==> config.mk <==
export PLATFORM = sky130hd
export DESIGN_NAME = ccr_unit
export DESIGN_NICKNAME = d
export VERILOG_FILES = /design/src/rtl/ccu_pkg.sv /design/src/rtl/ccu_adder.sv /design/src/rtl/ccu_flag_sel.sv /design/src/rtl/ccu_ccr_reg.sv /design/src/rtl/ccr_unit.sv
export SDC_FILE = /design/constraint.sdc
export NUM_CORES = 1
export LEC_CHECK = 0
export BUFFER_PORTS_ARGS = -buffer_cell sky130_fd_sc_hd__buf_2
export CORE_UTILIZATION = 50
export CTS_BUF_LIST = sky130_fd_sc_hd__clkbuf_8
export DETAILED_ROUTE_END_ITERATION = 10
export PLACE_DENSITY_LB_ADDON = 0.25
export SETUP_SLACK_MARGIN = 0.15
export SLEW_MARGIN = 30
export SYNTH_ARGS = -nofsm -noshare
export SYNTH_HDL_FRONTEND = slang
export SYNTH_SLANG_ARGS = --single-unit
export TNS_END_PERCENT = 30
==> constraint.sdc <==
create_clock -name clk -period 7.55 [get_ports clk]
set_clock_uncertainty 0.1 [all_clocks]
set_input_delay 1.8875 -clock clk [delete_from_list [all_inputs] [get_ports clk]]
set_output_delay 1.8875 -clock clk [all_outputs]
set_load 0.01 [all_outputs]
==> src/rtl/ccu_pkg.sv <==
package ccu_pkg;

    localparam int DATA_W    = 32;
    localparam int BYTE_W    = 8;
    localparam int NUM_SIZES = 3;
    localparam int NIB_W     = 4;
    localparam int CCR_W     = 8;

    // Bit positions inside the register
    localparam int BIT_MASK  = 7;
    localparam int BIT_USRA  = 6;
    localparam int BIT_H     = 5;
    localparam int BIT_USRB  = 4;
    localparam int BIT_N     = 3;
    localparam int BIT_Z     = 2;
    localparam int BIT_V     = 1;
    localparam int BIT_C     = 0;

    localparam logic [CCR_W-1:0] CCR_RESET = 8'h80;

    typedef enum logic [2:0] {
        AOP_ADD  = 3'd0,
        AOP_ADDX = 3'd1,
        AOP_SUB  = 3'd2,
        AOP_SUBX = 3'd3,
        AOP_CMP  = 3'd4,
        AOP_NEG  = 3'd5
    } arith_op_e;

    typedef enum logic [2:0] {
        ROP_NONE = 3'd0,
        ROP_LOAD = 3'd1,
        ROP_AND  = 3'd2,
        ROP_OR   = 3'd3,
        ROP_XOR  = 3'd4
    } reg_op_e;

    typedef struct packed {
        logic h;
        logic n;
        logic z;
        logic v;
        logic c;
    } flags_t;

    // Subtract-class operations feed the adder with an inverted B operand
    function automatic logic op_is_sub(input arith_op_e op);
        return (op == AOP_SUB) || (op == AOP_SUBX) ||
               (op == AOP_CMP) || (op == AOP_NEG);
    endfunction

    // Size code 3 is folded onto long
    function automatic logic [1:0] size_index(input logic [1:0] code);
        return (code == 2'd3) ? 2'd2 : code;
    endfunction

endpackage

==> src/rtl/ccu_adder.sv <==
module ccu_adder #(
    parameter int W     = 8,
    parameter int TAP_W = 4
) (
    input  logic [W-1:0] a,
    input  logic [W-1:0] b,
    input  logic         ci,
    output logic [W-1:0] sum,
    output logic         co,
    output logic         hc,
    output logic         ov
);
    localparam int LOW_W = W - TAP_W;

    logic [W:0]     full;
    logic [LOW_W:0] low;

    always_comb begin
        full = {1'b0, a} + {1'b0, b} + {{W{1'b0}}, ci};
        low  = {1'b0, a[LOW_W-1:0]} + {1'b0, b[LOW_W-1:0]} + {{LOW_W{1'b0}}, ci};
        sum  = full[W-1:0];
        co   = full[W];
        hc   = low[LOW_W];
        ov   = (a[W-1] == b[W-1]) && (full[W-1] != a[W-1]);
    end
endmodule

==> src/rtl/ccu_flag_sel.sv <==
module ccu_flag_sel
    import ccu_pkg::*;
(
    input  logic [DATA_W-1:0]    sum_sel,
    input  logic                 co,
    input  logic                 hc,
    input  logic                 ov,
    input  logic                 is_sub,
    input  logic [1:0]           size_idx,
    output flags_t               flags
);
    logic top_bit;

    always_comb begin
        unique case (size_idx)
            2'd0:    top_bit = sum_sel[BYTE_W-1];
            2'd1:    top_bit = sum_sel[2*BYTE_W-1];
            default: top_bit = sum_sel[DATA_W-1];
        endcase
        // Subtracts run as A + ~B + 1, so borrow is the inverted carry
        flags.c = is_sub ? ~co : co;
        flags.h = is_sub ? ~hc : hc;
        flags.v = ov;
        flags.n = top_bit;
        flags.z = (sum_sel == '0);
    end
endmodule

==> src/rtl/ccu_ccr_reg.sv <==
module ccu_ccr_reg
    import ccu_pkg::*;
(
    input  logic             clk,
    input  logic             rst,
    input  logic             flag_we,
    input  flags_t           flags,
    input  reg_op_e          rop,
    input  logic [CCR_W-1:0] imm,
    input  logic             exc_entry,
    output logic [CCR_W-1:0] ccr_q
);
    logic [CCR_W-1:0] ccr_d;

    always_comb begin
        ccr_d = ccr_q;
        unique case (rop)
            ROP_LOAD: ccr_d = imm;
            ROP_AND:  ccr_d = ccr_q & imm;
            ROP_OR:   ccr_d = ccr_q | imm;
            ROP_XOR:  ccr_d = ccr_q ^ imm;
            default: begin
                if (flag_we) begin
                    ccr_d[BIT_H] = flags.h;
                    ccr_d[BIT_N] = flags.n;
                    ccr_d[BIT_Z] = flags.z;
                    ccr_d[BIT_V] = flags.v;
                    ccr_d[BIT_C] = flags.c;
                end
            end
        endcase
        if (exc_entry) ccr_d[BIT_MASK] = 1'b1;
    end

    always_ff @(posedge clk) begin
        if (rst) ccr_q <= CCR_RESET;
        else     ccr_q <= ccr_d;
    end

    assert_reset_value_R1: assert property (@(posedge clk)
        rst |=> (ccr_q == CCR_RESET));

    assert_exc_sets_mask_R11: assert property (@(posedge clk) disable iff (rst)
        exc_entry |=> ccr_q[BIT_MASK]);

    assert_arith_keeps_user_R9: assert property (@(posedge clk) disable iff (rst)
        (flag_we && rop == ROP_NONE && !exc_entry) |=>
        ($stable(ccr_q[BIT_MASK]) && $stable(ccr_q[BIT_USRA]) && $stable(ccr_q[BIT_USRB])));

    assert_idle_hold_R12: assert property (@(posedge clk) disable iff (rst)
        (!flag_we && rop == ROP_NONE && !exc_entry) |=> $stable(ccr_q));
endmodule

==> src/rtl/ccr_unit.sv <==
module ccr_unit
    import ccu_pkg::*;
(
    input  logic              clk,
    input  logic              rst,
    input  logic              arith_valid,
    input  logic [2:0]        arith_op,
    input  logic [1:0]        op_size,
    input  logic [31:0]       opnd_a,
    input  logic [31:0]       opnd_b,
    input  logic              carry_in,
    output logic [31:0]       result,
    output logic              result_we,
    input  logic [2:0]        reg_op,
    input  logic [7:0]        reg_imm,
    input  logic              exc_entry,
    output logic [7:0]        ccr_q,
    output logic              int_mask
);
    arith_op_e aop;
    reg_op_e   rop;
    logic      is_sub;
    logic      ci;
    logic [1:0] sz_idx;
    logic [DATA_W-1:0] a_eff;
    logic [DATA_W-1:0] b_eff;

    logic [DATA_W-1:0]    sum_v [NUM_SIZES];
    logic [NUM_SIZES-1:0] co_v;
    logic [NUM_SIZES-1:0] hc_v;
    logic [NUM_SIZES-1:0] ov_v;
    flags_t               flags;

    always_comb begin
        aop    = arith_op_e'(arith_op);
        rop    = reg_op_e'(reg_op);
        is_sub = op_is_sub(aop);
        sz_idx = size_index(op_size);
        a_eff  = (aop == AOP_NEG) ? '0 : opnd_a;
        b_eff  = is_sub ? ~opnd_b : opnd_b;
        unique case (aop)
            AOP_ADDX: ci = carry_in;
            AOP_SUBX: ci = ~carry_in;
            default:  ci = is_sub;
        endcase
    end

    for (genvar g = 0; g < NUM_SIZES; g++) begin : g_size
        localparam int W = BYTE_W << g;
        logic [W-1:0] sum_w;

        ccu_adder #(.W(W), .TAP_W(NIB_W)) i_adder (
            .a   (a_eff[W-1:0]),
            .b   (b_eff[W-1:0]),
            .ci  (ci),
            .sum (sum_w),
            .co  (co_v[g]),
            .hc  (hc_v[g]),
            .ov  (ov_v[g])
        );
        assign sum_v[g] = DATA_W'(sum_w);
    end

    assign result    = sum_v[sz_idx];
    assign result_we = arith_valid && (aop != AOP_CMP);

    ccu_flag_sel i_flag_sel (
        .sum_sel  (result),
        .co       (co_v[sz_idx]),
        .hc       (hc_v[sz_idx]),
        .ov       (ov_v[sz_idx]),
        .is_sub   (is_sub),
        .size_idx (sz_idx),
        .flags    (flags)
    );

    ccu_ccr_reg i_ccr_reg (
        .clk       (clk),
        .rst       (rst),
        .flag_we   (arith_valid),
        .flags     (flags),
        .rop       (rop),
        .imm       (reg_imm),
        .exc_entry (exc_entry),
        .ccr_q     (ccr_q)
    );

    assign int_mask = ccr_q[BIT_MASK];

    assert_zero_flag_R7: assert property (@(posedge clk) disable iff (rst)
        (arith_valid && rop == ROP_NONE) |=> (ccr_q[BIT_Z] == ($past(result) == '0)));

    assert_mask_follows_R2: assert property (@(posedge clk) disable iff (rst)
        exc_entry |=> int_mask);
endmodule

==> key figures <==
Global routing
  • Vias in the first global route: 3857
  • All-Layer GR Usage: 27.2%
  • Total gr overflow: 0
  • Largest net degree at the start of global routing: 33
  • Initial antenna violation count: 0
  • First-pass GRT wire length: 17.3 mm

Cells and area
  • Final instance area: 0.00447 mm^2
  • Reg area: 160 um^2
  • Nets: 788
  • N_diodes: 0
  • Max FFs per register: 8
  • Fillcell total: 725
  • Largest Register: i_ccr_reg.ccr_q
  • Area growth syn-to-layout: 19.3%
  • Largest regs: i_ccr_reg.ccr_q (8)
  • Layout cells sized above 1: 22.5%
  • Commonest non-fill, non-tap cells in the layout: 126 x buf_2, 47 x nor2_1, 47 x ha_1, 46 x a21oi_1, 45 x nand2_1
  • Multi-input logic area: 0.00337 mm^2
  • Most common cell after layout, fill and taps aside: buf_2

Detailed routing
  • Antenna Violating Nets Remaining: 0
  • Routed via count: 4378
  • DR WL/cell: 14.4 um
  • DRC Markers: 0
  • Number of vias per cell: 5.83
  • Routed WL: 10.8 mm
  • First-pass detailed-route iteration total: 5
  • Number of DRC markers in iteration 0: 192

Setup path
  • Slowest Stage Delay on Critical Path: 0.51 ns
  • Worst EP required: 5.56 ns
  • Crit. End Element: output port
  • CP Max Fanout: 24
  • CP startpoint: arith_op[1]
  • Crit-path slowest cell: a2111oi_2
  • Worst path bufs/invs: 4
  • Worst Reg-to-Reg Cells: 8
  • Reg-to-Reg End: i_ccr_reg.ccr_q[2]
  • Worst EP arrival: 5.22 ns
  • Reg2Reg Setup Slack: 5.63 ns
  • Crit-path cells: buf_2 > xnor2_2 > buf_4 > xnor2_1 > ha_1 > a2111oi_2 > a211o_1 > a21oi_1 > o21a_1 > a31oi_1 > mux2i_1 > inv_1 > buf_2
  • End point of the critical path: result[25]
  • CP delay by family, top: compound AO/OA/AOI/OAI gates
  • Setup Crit Path Kind: in2out
  • Crit path launch type: input port
  • Worst r2r src: i_ccr_reg.ccr_q[2]
  • Crit path top cell by count: buf_2
  • WP depth: 13

Power and ir drop
  • Peak supply drop: 0.0846 mV
  • Power Total: 0.751 mW
  • Cell Pwr Density: 168 mW/mm^2
  • Leak Pwr: 2.13 nW

Clock network
  • Root Buffer: clkbuf_8
  • Clk Latency, worst-skew pair: 0.22 ns
  • Num CTS Buffers: 3
  • Sink Count: 8
  • CTS tree: yes
  • Post-CTS repair timing setup buffer count: 0
  • CTS Buffer Depth: 2
  • Clock transition at path regs: 0.04 ns
  • H-tree depth: 1

Synth
  • Top FF cell, synth: dfxtp_1
  • Number of synthesized flops with an enable pin: 0
  • Mapped cell area: 0.00375 mm^2
  • Yosys synthesis warning count: 0
  • Count of cell types in the netlist: 65
  • Async SR Flop Fraction: 0%
  • Syn Nets: 683
  • Mapped Avg Cell Area: 6.83 um^2
  • FF+latch count, synth: 8
  • Sequential share of the synthesized area: 4.27%
  • Mapped Cells: 549

Placement
  • IO buf count: 126
  • Placed inst area: 0.00442 mm^2
  • Gpl congestion: 0.937
  • DP Wirelength: 8.90 mm

STA
  • Post-route clock period utilization: 95.4%
  • Slew Viols, Final: 0
  • Fin crit period: 7.21 ns
  • Final hold vios: 0
  • Unrepaired setup endpoints after global routing: true
  • Setup TNS Final: 0 ns
  • Max Fclk: 139 MHz
  • Worst-margin pin slew: 0.646 ns
  • Number of setup violations in the final report: 0
  • Worst slew margin relative to its limit: 55.8%

Floorplan
  • Chip width: 88.6 um
  • Die area: 0.00785 mm^2
  • Die Y-Extent: 88.6 um
  • Initial Util: 51.7%
  • I/O Pins: 127
  • Row Count: 31
  • Core area: 0.00725 mm^2

Min path
  • Hold Crit Class: reg2reg

Run
  • Max Cap Viol: 0

Status
  • Outcome: finished, final reports clean
-- layer usage --
metal  track usage [%]  routed length [um]  part of all wire [%]
met5                 0                   0                     0
met4              6.74                 216                   2.0
met3              1.31                 657                   6.1
met2              47.8                5170                    48
met1              36.2                4780                    44
-- synth_stat cells, types with 13 or more instances --
cell      count  area [um^2]
nor2_1       47          176
nor3_1       13         65.1
o21ai_0      22          110
ha_1         47          588
a21oi_1      46          230
xnor2_1      41          359
inv_1        31          116
clkbuf_1     27          101
and2_1       37          231
xor2_1       13          114
nand2_1      45          169
-- layout make-up --
class | instances | area share (%)
Clock buffer | 3 | 0.923
Inverter | 32 | 2.69
Sequential cell | 8 | 3.58
Tap cell | 99 | 2.77
Timing Repair Buffer | 130 | 14.8
Multi-Input combinational cell | 479 | 75.3
-- worst min-delay path: cells and delay by family (launching register included) --
kind             cells  cell delay, ns
AO/OA/AOI/OAI        1            0.05
flip-flops           1            0.33
AND/OR/NAND/NOR      1            0.06
-- worst min path at each step --
stage | start | end | slack, ns | cells past startpoint
2_1_floorplan | i_ccr_reg.ccr_q[4] | i_ccr_reg.ccr_q[4] | 0.40 | 2
5_1_grt | i_ccr_reg.ccr_q[3] | i_ccr_reg.ccr_q[3] | 0.42 | 2
4_1_cts | i_ccr_reg.ccr_q[4] | i_ccr_reg.ccr_q[4] | 0.39 | 2
3_3_place_gp | i_ccr_reg.ccr_q[6] | i_ccr_reg.ccr_q[6] | 0.37 | 2
3_5_place_dp | i_ccr_reg.ccr_q[4] | i_ccr_reg.ccr_q[4] | 0.38 | 2
6_report | i_ccr_reg.ccr_q[4] | i_ccr_reg.ccr_q[4] | 0.39 | 2
-- logic make-up after synthesis --
kind of cell / count (synthesis) / synth area share (%)
mux: 9 / 2.40
compound gates: 167 / 30.7
flops: 8 / 4.27
xor+xnor: 54 / 12.6
buf+inv: 62 / 6.31
simple gates: 200 / 26.9
fa+ha+maj: 49 / 16.8
-- per-stage QoR --
stage | util, % | hold WS [ns] | setup slack, ns | cells
after floorplan | - | 0.404 | 0.297 | 549
after global placement | 61.0 | 0.373 | 0.309 | 748
after detailed placement | 61.0 | 0.385 | 0.207 | 748
after CTS | 61.6 | 0.392 | 0.179 | 751
after global routing | 61.7 | 0.420 | 0.150 | 751
final | 61.7 | 0.393 | 0.344 | 751
-- power by group --
part	internal, mW	total (mW)	leakage (nW)	switching [mW]
Sequential	0.0472	0.0520	0.0663	0.00481
Combinational	0.267	0.647	2.04	0.380
Clock	0.0346	0.0520	0.0216	0.0174
Total	0.348	0.751	2.13	0.402
-- timing repair --
action / CTS / global route
gates resized for setup: 0 / 2
endpoints found under the setup margin: 0 / 3
hold buffers: 0 / 0
hold endpoints to repair: 0 / 0
Note: power is estimated with default switching activity, not from simulation.
